### src/rtl/irq_prio_pkg.sv
// Package: shared defaults for the cascaded interrupt vector array.
// Assumes: one offset group bit per unit, offset fits the data bus.
package irq_prio_pkg;
    localparam int DEF_UNITS      = 2;
    localparam int DEF_LEVELS     = 8;
    localparam int DEF_DATA_W     = 8;
    localparam logic [7:0] DEF_ACK_OPCODE = 8'hFF;
endpackage

### src/rtl/irq_prio_unit.sv
// Module: one priority unit of the chain.
// What it does: it finds the highest-numbered active request in its group.
// It reports a hit only when its chain enable is high, and it passes the
// enable on only when none of its requests is active.
// Assumes: LEVELS is a power of two.
module irq_prio_unit #(
    parameter int LEVELS = 8,
    localparam int CODE_W = $clog2(LEVELS)
) (
    input  logic [LEVELS-1:0] req,
    input  logic              en_in,
    output logic              hit,
    output logic [CODE_W-1:0] pos,
    output logic              en_out
);
    logic any_req;

    // Highest-index scan: later set bits override earlier ones.
    always_comb begin
        pos = '0;
        for (int i = 0; i < LEVELS; i++) begin
            if (req[i]) pos = i[CODE_W-1:0];
        end
    end

    // Hit and enable ripple toward the lower-priority neighbour.
    always_comb begin
        any_req = |req;
        hit     = en_in & any_req;
        en_out  = en_in & ~any_req;
    end
endmodule

### src/rtl/irq_offset_enc.sv
// Module: builds the offset byte from the per-unit results.
// What it does: the group field is one-hot (bit g set for group g, and the
// highest group sits in the top bit), the code field is the inverted
// position, and the low bits are zero.
// Assumes: at most one hit is set, which the enable chain guarantees.
module irq_offset_enc #(
    parameter int UNITS  = 2,
    parameter int LEVELS = 8,
    parameter int DATA_W = 8,
    localparam int CODE_W = $clog2(LEVELS),
    localparam int ZERO_W = DATA_W - UNITS - CODE_W
) (
    input  logic [UNITS-1:0]        grp_hit,
    input  logic [UNITS*CODE_W-1:0] grp_pos,
    output logic                    any_hit,
    output logic [DATA_W-1:0]       offset
);
    // OR together the field of each group; only the winning group contributes.
    always_comb begin
        offset  = '0;
        any_hit = |grp_hit;
        for (int g = 0; g < UNITS; g++) begin
            if (grp_hit[g]) begin
                offset[DATA_W-UNITS+g] = 1'b1;
                offset[ZERO_W +: CODE_W] = ~grp_pos[g*CODE_W +: CODE_W];
            end
        end
    end
endmodule

### src/rtl/irq_vector_array.sv
// Module: top of the cascaded priority interrupt vector array.
// What it does: it chains UNITS priority units, highest group first. It
// raises irq for an enabled request while armed. It answers acknowledge
// with a fixed opcode, captures the offset byte on the rising edge of
// acknowledge, and returns that byte on a port read.
// Assumes: strobes are synchronous to clk. DATA_W >= UNITS + log2(LEVELS).
module irq_vector_array
    import irq_prio_pkg::*;
#(
    parameter int UNITS  = DEF_UNITS,
    parameter int LEVELS = DEF_LEVELS,
    parameter int DATA_W = DEF_DATA_W,
    parameter logic [DATA_W-1:0] ACK_OPCODE = DEF_ACK_OPCODE,
    localparam int CODE_W = $clog2(LEVELS),
    localparam int NREQ   = UNITS * LEVELS,
    localparam int ZERO_W = DATA_W - UNITS - CODE_W
) (
    input  logic              clk,
    input  logic              rst_n,
    input  logic [NREQ-1:0]   req,
    input  logic              chain_en_in,
    input  logic              inta,
    input  logic              port_rd,
    output logic              irq,
    output logic [DATA_W-1:0] data_out,
    output logic              data_oe,
    output logic              chain_en_out
);
    logic [UNITS:0]          en_chain;
    logic [UNITS-1:0]        grp_hit;
    logic [UNITS*CODE_W-1:0] grp_pos;
    logic                    any_hit;
    logic [DATA_W-1:0]       offset;
    logic [NREQ-1:0]         req_q;
    logic                    inta_q, armed_q, cap_valid_q;
    logic [DATA_W-1:0]       cap_q;
    logic                    new_req;

    assign en_chain[0] = chain_en_in;

    // Chain stage k serves group UNITS-1-k, so the highest group comes first.
    for (genvar k = 0; k < UNITS; k++) begin : g_unit
        localparam int G = UNITS - 1 - k;
        irq_prio_unit #(.LEVELS(LEVELS)) i_unit (
            .req    (req[G*LEVELS +: LEVELS]),
            .en_in  (en_chain[k]),
            .hit    (grp_hit[G]),
            .pos    (grp_pos[G*CODE_W +: CODE_W]),
            .en_out (en_chain[k+1])
        );
    end

    assign chain_en_out = en_chain[UNITS];

    irq_offset_enc #(.UNITS(UNITS), .LEVELS(LEVELS), .DATA_W(DATA_W)) i_enc (
        .grp_hit (grp_hit),
        .grp_pos (grp_pos),
        .any_hit (any_hit),
        .offset  (offset)
    );

    // A request line that was low last cycle and is high now.
    assign new_req = |(req & ~req_q);

    // Previous request and strobe values, used for edge detection.
    always_ff @(posedge clk) begin
        if (!rst_n) begin
            req_q  <= '0;
            inta_q <= 1'b0;
        end else begin
            req_q  <= req;
            inta_q <= inta;
        end
    end

    // Arm state: cleared by acknowledge, set by a fresh request or by idle.
    always_ff @(posedge clk) begin
        if (!rst_n)                      armed_q <= 1'b1;
        else if (inta)                   armed_q <= 1'b0;
        else if (new_req || !any_hit)    armed_q <= 1'b1;
    end

    // Offset capture on the rising edge of acknowledge.
    always_ff @(posedge clk) begin
        if (!rst_n) begin
            cap_q       <= '0;
            cap_valid_q <= 1'b0;
        end else if (inta && !inta_q) begin
            cap_q       <= offset;
            cap_valid_q <= any_hit;
        end
    end

    // Interrupt request to the CPU.
    assign irq = armed_q & any_hit;

    // Bus drive: the acknowledge opcode takes precedence over the port read.
    always_comb begin
        data_oe  = inta | port_rd;
        data_out = '0;
        if (inta)                        data_out = ACK_OPCODE;
        else if (port_rd && cap_valid_q) data_out = cap_q;
    end


    ack_opcode_chk: assert property (@(posedge clk) disable iff (!rst_n)
        inta |-> (data_out == ACK_OPCODE && data_oe));

    ack_drop_chk: assert property (@(posedge clk) disable iff (!rst_n)
        inta |=> !irq);

    cap_hold_chk: assert property (@(posedge clk) disable iff (!rst_n)
        !(inta && !inta_q) |=> $stable(cap_q) && $stable(cap_valid_q));

    cap_low_chk: assert property (@(posedge clk) disable iff (!rst_n)
        cap_valid_q |-> cap_q[ZERO_W-1:0] == '0);

    cap_group_chk: assert property (@(posedge clk) disable iff (!rst_n)
        cap_valid_q |-> $countones(cap_q[DATA_W-1 -: UNITS]) == 1);

    chain_off_chk: assert property (@(posedge clk) disable iff (!rst_n)
        !chain_en_in |-> (!chain_en_out && !irq));

    one_winner_chk: assert property (@(posedge clk) disable iff (!rst_n)
        $onehot0(grp_hit));

    empty_read_chk: assert property (@(posedge clk) disable iff (!rst_n)
        (port_rd && !inta && !cap_valid_q) |-> data_out == '0);
endmodule

### config.mk
export PLATFORM = sky130hd
export DESIGN_NAME = irq_vector_array
export DESIGN_NICKNAME = d
export VERILOG_FILES = /design/src/rtl/irq_prio_pkg.sv /design/src/rtl/irq_prio_unit.sv /design/src/rtl/irq_offset_enc.sv /design/src/rtl/irq_vector_array.sv
export SDC_FILE = /design/constraint.sdc
export NUM_CORES = 1
export LEC_CHECK = 0
export ABC_CLOCK_PERIOD_IN_PS = 1700
export BUFFER_PORTS_ARGS = -buffer_cell sky130_fd_sc_hd__buf_2
export CAP_MARGIN = 0
export CORE_ASPECT_RATIO = 1.1
export CORE_MARGIN = 2
export CORE_UTILIZATION = 50
export DETAILED_ROUTE_END_ITERATION = 8
export GPL_TIMING_DRIVEN = 1
export PLACE_DENSITY = 0.77
export SLEW_MARGIN = 5
export SYNTH_ARGS = -nofsm -noshare
export SYNTH_HDL_FRONTEND = slang
export SYNTH_SLANG_ARGS = --single-unit
export TNS_END_PERCENT = 50
### constraint.sdc
create_clock -name clk -period 1.7 [get_ports clk]
set_clock_uncertainty 0.1 [all_clocks]
set_input_delay 0 -clock clk [delete_from_list [all_inputs] [get_ports clk]]
set_output_delay 0 -clock clk [all_outputs]
set_load 0.03 [all_outputs]
* After elaboration in Yosys (flattened, before gate mapping)
Index checks and enable logic that the tools add are counted.
** Storage, ports and cells
- ROM bits :: 0
- Bits of input ports :: 21
- Memories kept :: 0
- Register bits :: 24
- Bits in latches :: 0
- RAM bits :: 0
** Operators by class
- $lt $le $gt $ge :: 0
- Multiply operators :: 0
- Bitwise operators :: 12
- Add/subtract/negate cells :: 0
- Mux-type cells :: 21
- Eq/ne operators :: 0
- Reduce and logical (&&, ||, !) cells :: 10
- Divide/modulo/power cells :: 0
- Shift operators :: 0
** Operators by type and width (count)
- two-way mux 3 bit :: 9
- bitwise AND 16 bit :: 1
- two-way mux 8 bit :: 2
- NOT 16 bit :: 1
- OR reduction 16 bit :: 1
- OR reduction 8 bit :: 2
- two-way mux 2 bit :: 4
- NOT 3 bit :: 2
- bitwise AND 1 bit :: 5
- two-way mux 1 bit :: 5
- two-way mux 4 bit :: 1
- logical AND 1 bit :: 2
- zero test 1 bit :: 2
- NOT 1 bit :: 2
- nonzero test 2 bit :: 1
- OR reduction 2 bit :: 1
- logical OR 1 bit :: 1
- bitwise OR 1 bit :: 1

* Logic depth before layout (Yosys ltp)
Gate-level depths: netlist of the first run.
- Word-level depth :: 10
- Mapped depth :: 5
- Depth with buffers taken out :: 4

* Hierarchy
A second synthesis of the first run with hierarchy kept.
** Second synthesis, totals
- Cell total of the unflattened synthesis :: 156
- Area total of the unflattened synthesis :: 1301.2 µm²
** Modules (own cells, without submodules)
- irq_vector_array :: area an instance 1057.3 µm², sequential area each 540.5 µm², cells each 116, instances 1
- irq_prio_unit :: area an instance 80.1 µm², sequential area each 0.0 µm², cells each 14, instances 2
- irq_offset_enc :: area an instance 83.8 µm², sequential area each 0.0 µm², cells each 12, instances 1

* Least setup slack after synthesis of the first run
OpenSTA, ideal clock, no wires.
- Path kind :: flip-flop to flip-flop
- From :: reg inta_q
- To :: reg cap_q[3]
- Required time :: 1484 ps
- Clock period less this slack :: 1194 ps
- Setup slack :: 506 ps
- Cell stages (with the launch flop) :: 5
- Data arrival time :: 977 ps
- Cells stage by stage :: dfxtp_1 and2b_1 o21ai_0 o41ai_1 a31o_2
** Between the ends
- Cells in the longest elaborated chain, start to end :: 2
** RTL lines
- start, declared :: RTL line irq_vector_array.sv:35 : logic inta_q, armed_q, cap_valid_q;
- start signal, assigned :: RTL line irq_vector_array.sv:72 : inta_q <= inta;
- zero test 1 bit :: RTL line irq_vector_array.sv:88 : end else if (inta && !inta_q) begin
- logical AND 1 bit :: RTL line irq_vector_array.sv:88
- end signal, assigned :: RTL line irq_vector_array.sv:89 : cap_q <= offset;
- end, declared :: RTL line irq_vector_array.sv:36 : logic [DATA_W-1:0] cap_q;
Every way passes these cells.
A chain may end at the register's enable or synchronous reset.

* Final worst setup path of the first run
- From :: in inta
- To :: reg cap_valid_q
** Between the ends
- Cells in the longest elaborated chain, start to end :: 1
** RTL lines
- start, declared :: RTL line irq_vector_array.sv:22 : input logic inta,
- logical AND 1 bit :: RTL line irq_vector_array.sv:88
- end signal, assigned :: RTL line irq_vector_array.sv:90 : cap_valid_q <= any_hit;
- end, declared :: RTL line irq_vector_array.sv:35
Every way passes these cells.

==> results of run 1 <==
-- worst max-delay path, delay by kind of cell --
kind                   cells  cell delay, ns
buffers and inverters      3            1.28
AO/OA/AOI/OAI              1            0.14
AND/OR/NAND/NOR            2            0.34
-- routing by layer --
metal  vias to the layer above  routed length (um)
met1                       500                1170
met4                         0                  31
met2                        39                1300
met5                         -                   0
li1                        548                   -
met3                         4                 136
-- final cells by class --
| cell class | count | area [um2] |
|---|---|---|
| clock buffer | 4 | 36.3 |
| fill | 180 | 558 |
| inverter | 12 | 45.0 |
| multi-input combinational | 86 | 543 |
| sequential | 24 | 480 |
| tap | 28 | 35.0 |
| timing repair buffer | 52 | 365 |
-- synth_stat cells, types with 4 or more instances --
cell type and count:
nor4_1 5, nand2_1 6, nand4_1 4, nand2b_1 7, nor2_1 6, and2_1 18
buf_4 4, a31o_2 6, inv_1 12, dfxtp_1 24, o22ai_1 4
-- flip-flops by register name (all words and copies together), names as in the netlist --
name	flops
armed_q	1
cap_valid_q	1
req_q	16
inta_q	1
cap_q	5
-- path summary, 6_finish.rpt --
kind	startpoint	to	depth (start not counted)	slack [ns]
worst max-delay path	inta	cap_valid_q$_SDFFE_PN0P_	6	0.09
worst min-delay path	req[5]	cap_q[3]$_SDFFE_PN0P_	3	0.03
worst max register to register	inta_q$_SDFF_PN0_	cap_valid_q$_SDFFE_PN0P_	4	0.15
worst min register to register	cap_q[5]$_SDFFE_PN0P_	cap_q[5]$_SDFFE_PN0P_	2	0.37
-- power by group --
part / switching [mW] / internal (mW) / leakage [nW] / total (mW)
Combinational: 0.111 / 0.101 / 0.455 / 0.211
Sequential: 0.0102 / 0.590 / 0.199 / 0.600
Clock: 0.167 / 0.131 / 0.0210 / 0.298
-- per-stage QoR --
step                instances  worst slack (ns)  hold WS (ns)  power, mW  utilization [%]
floorplan                 129             0.506        0.0217      0.722                -
global placement          181             0.351         0.136      0.781             61.0
detailed placement        181             0.321         0.147      0.786             61.0
CTS                       206             0.107        0.0204       1.11             73.0
global route              206            0.0156        0.0462       1.16             73.0
finish                    206            0.0909        0.0346       1.11             73.0
-- cells by family after synthesis --
group                  after synthesis  synth area share [%]
and+or+nand+nor                     60                  31.7
AOI/OAI and AO/OA                   26                  17.2
DFF                                 24                  43.3
buffers and inverters               19                  7.78
==> results.sh, run 1 <==
export IMPL_outcome="complete, no violations"
export IMPL_cp_max_fo=12
export IMPL_vias=1091
export IMPL_setup_viol=0
export IMPL_cts_buffers=3
export IMPL_drive_above_1_share_pct=25.3
export IMPL_grt_start_max_net_pins=26
export IMPL_critPathKind="primary input to flip-flop"
export IMPL_antenna_found_initial=0
export IMPL_ys_seq_area_share_pct=43.3
export IMPL_synthCells=129
export IMPL_crit_path_top_delay_cell="dlygate4sd3_1"
export IMPL_finalWirelength_um=2640
export IMPL_grt_use_met2_pct=41.1
export IMPL_cts_clk_slew_worst_paths_ns=0.12
export IMPL_routedWlPerCell_um=12.8
export IMPL_fin_area_um2=1510
export IMPL_syn2layout_area_growth_pct=35.6
export IMPL_powerDensity_nw_per_um2=737
export IMPL_io_pins=32
export IMPL_synth_area_per_cell_um2=8.60
export IMPL_async_reset_ff_share_pct=0
export IMPL_slowest_delay_ns=0.55
export IMPL_placedInstanceArea_um2=1260
export IMPL_required_ns=1.86
export IMPL_cp_start_kind="primary input"
export IMPL_grt_busiest_layer="met2"
export IMPL_ys_ff_latch=24
export IMPL_end_kind="flip-flop"
export IMPL_synth_top_cell_area_share_pct=43.3
export IMPL_ys_flop_type="dfxtp_1"
export IMPL_synth_top_area_cell="dfxtp_1"
export IMPL_clk_path_buf_depth=2
export IMPL_io_buffer_count=31
export IMPL_final_common_cell="buf_2"
export IMPL_cts_htree_levels=1
export IMPL_grt_util_all_layers_pct=22.3
export IMPL_synth_edf_count=0
export IMPL_clock_sinks=24
export IMPL_nets=200
export IMPL_synth_fp_nets=150
export IMPL_period_minus_slack_ns=1.61
export IMPL_hold_viol=0
export IMPL_cts_setup_buffers=0
export IMPL_drt_iter0_drc=27
export IMPL_grt_pass1_vias=994
export IMPL_tns_ns=0
export IMPL_core_area_um2=2060
export IMPL_dp_hpwl_um=1830
export IMPL_antenna_cells=0
export IMPL_ys_types=34
export IMPL_overflow=0
export IMPL_relSlewSlack_pct=68.7
export IMPL_start_util_pct=53.8
export IMPL_post_route_period_util_pct=94.7
export IMPL_rsz0062_at_grt="false"
export IMPL_path_cells="dlygate4sd3_1 -> buf_2 -> and2b_1 -> nand3_1 -> a21boi_0 -> dlygate4sd3_1"
export IMPL_cp_data_arrival_time_ns=1.77
export IMPL_row_count=17
export IMPL_worst_pin_slew_ns=0.465
export IMPL_slew_violations=0
export IMPL_drc=0
export IMPL_clock_latency_ns=0.32
export IMPL_avgViaCountPerCell=5.30
export IMPL_synth_warnings=0
export IMPL_cts_hold_buf=21
export IMPL_peakVddDrop_mv=0.663
export IMPL_synthTopCellsByArea="dfxtp_1, and2_1, a31o_2"
export IMPL_ant_nets=0
export IMPL_hp_class="primary input to flip-flop"
export IMPL_final_cell_mix="buf_2, dfxtp_1, dlygate4sd3_1, and2_1, inv_1"
export IMPL_max_cap_viol_count=0
export IMPL_dr_pass1_iters=4
export IMPL_use_met3_pct=2.54
export IMPL_die_w_um=48.9
export IMPL_clock_root_buffer="clkbuf_4"
export IMPL_synth_area_um2=1110
export IMPL_die_area_um2=2610
export IMPL_cts_resized=0
export IMPL_die_h_um=53.4
export IMPL_use_met1_pct=26.2
export IMPL_cts_tree="done"
export IMPL_critPathMostFrequentCell="dlygate4sd3_1"
export IMPL_gp_congestion=0.790
export IMPL_fmax_ghz=0.621
export IMPL_grt_pass1_wl_um=4340
export IMPL_power_leakage_nw=0.675
Power figures use the tool's default switching activity.
==> run 2, diff against run 1 <==
--- a/config.mk
+++ b/config.mk
@@ -11,9 +11,12 @@
 export CORE_ASPECT_RATIO = 1.1
 export CORE_MARGIN = 2
 export CORE_UTILIZATION = 50
+export CTS_CLUSTER_DIAMETER = 120
+export CTS_CLUSTER_SIZE = 16
 export DETAILED_ROUTE_END_ITERATION = 8
 export GPL_TIMING_DRIVEN = 1
 export PLACE_DENSITY = 0.77
+export SETUP_SLACK_MARGIN = 0.4
 export SLEW_MARGIN = 5
 export SYNTH_ARGS = -nofsm -noshare
 export SYNTH_HDL_FRONTEND = slang
==> run 2 against run 1 <==
Net effect:
- clock power hardly changed
- hold slack better by 0.017 ns
- critical endpoint is now cap_q[4]$_SDFFE_PN0P_
- via count is 7.2% higher
- routed wire length is 17% higher
- power is 2.1% higher
- count of clock-buffer cells in the layout stayed put
- sequential share of layout area is 1.6 points lower
- combinational power is 11% higher
- worst setup slack better by 0.33 ns
==> results.sh, run 2 (same netlist as run 1, synthesis figures left out) <==
export IMPL_dr_pass1_iters=4
export IMPL_p_total_mw=1.13
export IMPL_final_cell_mix="buf_2, dlygate4sd3_1, dfxtp_1, and2_1, inv_1"
export IMPL_outcome="complete, no violations"
export IMPL_cp_start_kind="primary input"
export IMPL_peakVddDrop_mv=0.682
export IMPL_slowest_delay_ns=0.58
export IMPL_die_area_um2=2610
export IMPL_drc=0
export IMPL_largest_reg_flops=16
export IMPL_hp_class="primary input to flip-flop"
export IMPL_post_route_period_util_pct=75.2
export IMPL_tns_ns=0
export IMPL_hold_viol=0
export IMPL_n_fill_cell=169
export IMPL_drive_above_1_share_pct=28.6
export IMPL_cp_data_arrival_time_ns=1.43
export IMPL_cts_buffers=3
export IMPL_drt_iter0_drc=45
export IMPL_period_minus_slack_ns=1.28
export IMPL_grt_start_max_net_pins=14
export IMPL_multi_input_area_um2=579
export IMPL_io_pins=32
export IMPL_clk_path_buf_depth=2
export IMPL_antenna_cells=0
export IMPL_seq_area_um2=480
export IMPL_power_leakage_nw=0.696
export IMPL_path_cells="buf_2 -> dlygate4sd3_1 -> or4_1 -> a31oi_1"
export IMPL_rsz0062_at_grt="true"
export IMPL_ant_nets=0
export IMPL_cpLargestDelayFamily="buffers and inverters"
export IMPL_end_kind="flip-flop"
export IMPL_grt_pass1_wl_um=4820
export IMPL_overflow=0
export IMPL_worst_pin_slew_ns=0.315
export IMPL_top_register="req_q"
export IMPL_die_w_um=48.9
export IMPL_finalWirelength_um=3090
export IMPL_cp_buffers_inverters=2
export IMPL_row_count=17
export IMPL_cts_htree_levels=1
export IMPL_dp_hpwl_um=1830
export IMPL_die_h_um=53.4
export IMPL_core_area_um2=2060
export IMPL_grt_pass1_vias=1107
export IMPL_slew_violations=0
export IMPL_final_common_cell="buf_2"
export IMPL_cp_max_fo=5
export IMPL_reg_largest_list="req_q: 16 flops, cap_q: 5 flops"
export IMPL_required_ns=1.85
export IMPL_routedWlPerCell_um=14.7
export IMPL_antenna_found_initial=0
export IMPL_setup_viol=0
export IMPL_critPathKind="primary input to flip-flop"
export IMPL_syn2layout_area_growth_pct=42.7
export IMPL_fmax_ghz=0.783
export IMPL_reg2reg_setup_slack_ns=0.43
export IMPL_gp_congestion=0.790
export IMPL_relSlewSlack_pct=78.8
export IMPL_start_util_pct=53.8
export IMPL_vias=1170
export IMPL_avgViaCountPerCell=5.57
export IMPL_clock_sinks=24
export IMPL_max_cap_viol_count=0
export IMPL_nets=204
export IMPL_clock_latency_ns=0.31
export IMPL_io_buffer_count=31
export IMPL_grt_util_all_layers_pct=25.4
export IMPL_cts_clk_slew_worst_paths_ns=0.13
export IMPL_powerDensity_nw_per_um2=716
export IMPL_crit_path_top_delay_cell="dlygate4sd3_1"
export IMPL_clock_root_buffer="clkbuf_4"
export IMPL_cts_tree="done"
## run 2: worst min-delay path: stages
cell	delay, ns
buf_2	0.15
o21bai_1	0.15
a31o_2	0.15
## run 2: repair_timing
| item | CTS | global route |
|---|---|---|
| resized for setup | 2 | 8 |
| hold buffers | 25 | 0 |
| hold endpoints to repair | 23 | 0 |
| buffers inserted | 0 | 0 |
| setup endpoints to repair | 3 | 5 |
## run 2: worst paths after layout
path / start / to / depth (start not counted)
min reg2reg: cap_q[5]$_SDFFE_PN0P_ / cap_q[5]$_SDFFE_PN0P_ / 2
min: req[5] / cap_q[3]$_SDFFE_PN0P_ / 3
max: req[14] / cap_q[4]$_SDFFE_PN0P_ / 4
max reg2reg: inta_q$_SDFF_PN0_ / cap_q[3]$_SDFFE_PN0P_ / 4
## run 2: report_power, final
part	switching [mW]	total (mW)	internal [mW]
logic	0.124	0.234	0.110
clock network	0.167	0.298	0.131
registers	0.0113	0.602	0.590
## run 2: per-stage QoR
step	worst slack, ns	hold slack, ns	instance area [um2]	std cells	util (%)
floorplan	0.506	0.0217	1110	129	-
global placement	0.351	0.136	1260	181	61.0
detailed placement	0.321	0.147	1260	181	61.0
CTS	0.396	0.0204	1550	210	75.2
global route	0.384	0.0603	1580	210	76.8
finish	0.422	0.0518	1580	210	76.8
## run 2: routing by layer
metal	track usage, %	wire (um)	vias up
met4	15.2	136	0
met1	28.2	1260	531
li1	-	-	557
met2	46.6	1520	61
met3	3.67	175	21
met5	0	0	-
## run 2: cell type report
| cell class | count | share of cell area (%) |
|---|---|---|
| multi-input cells | 86 | 36.6 |
| flip-flops and latches | 24 | 30.3 |
| repair buffers | 56 | 25.8 |
| inverters | 12 | 2.84 |
| clock buffers | 4 | 2.29 |
| well taps | 28 | 2.21 |
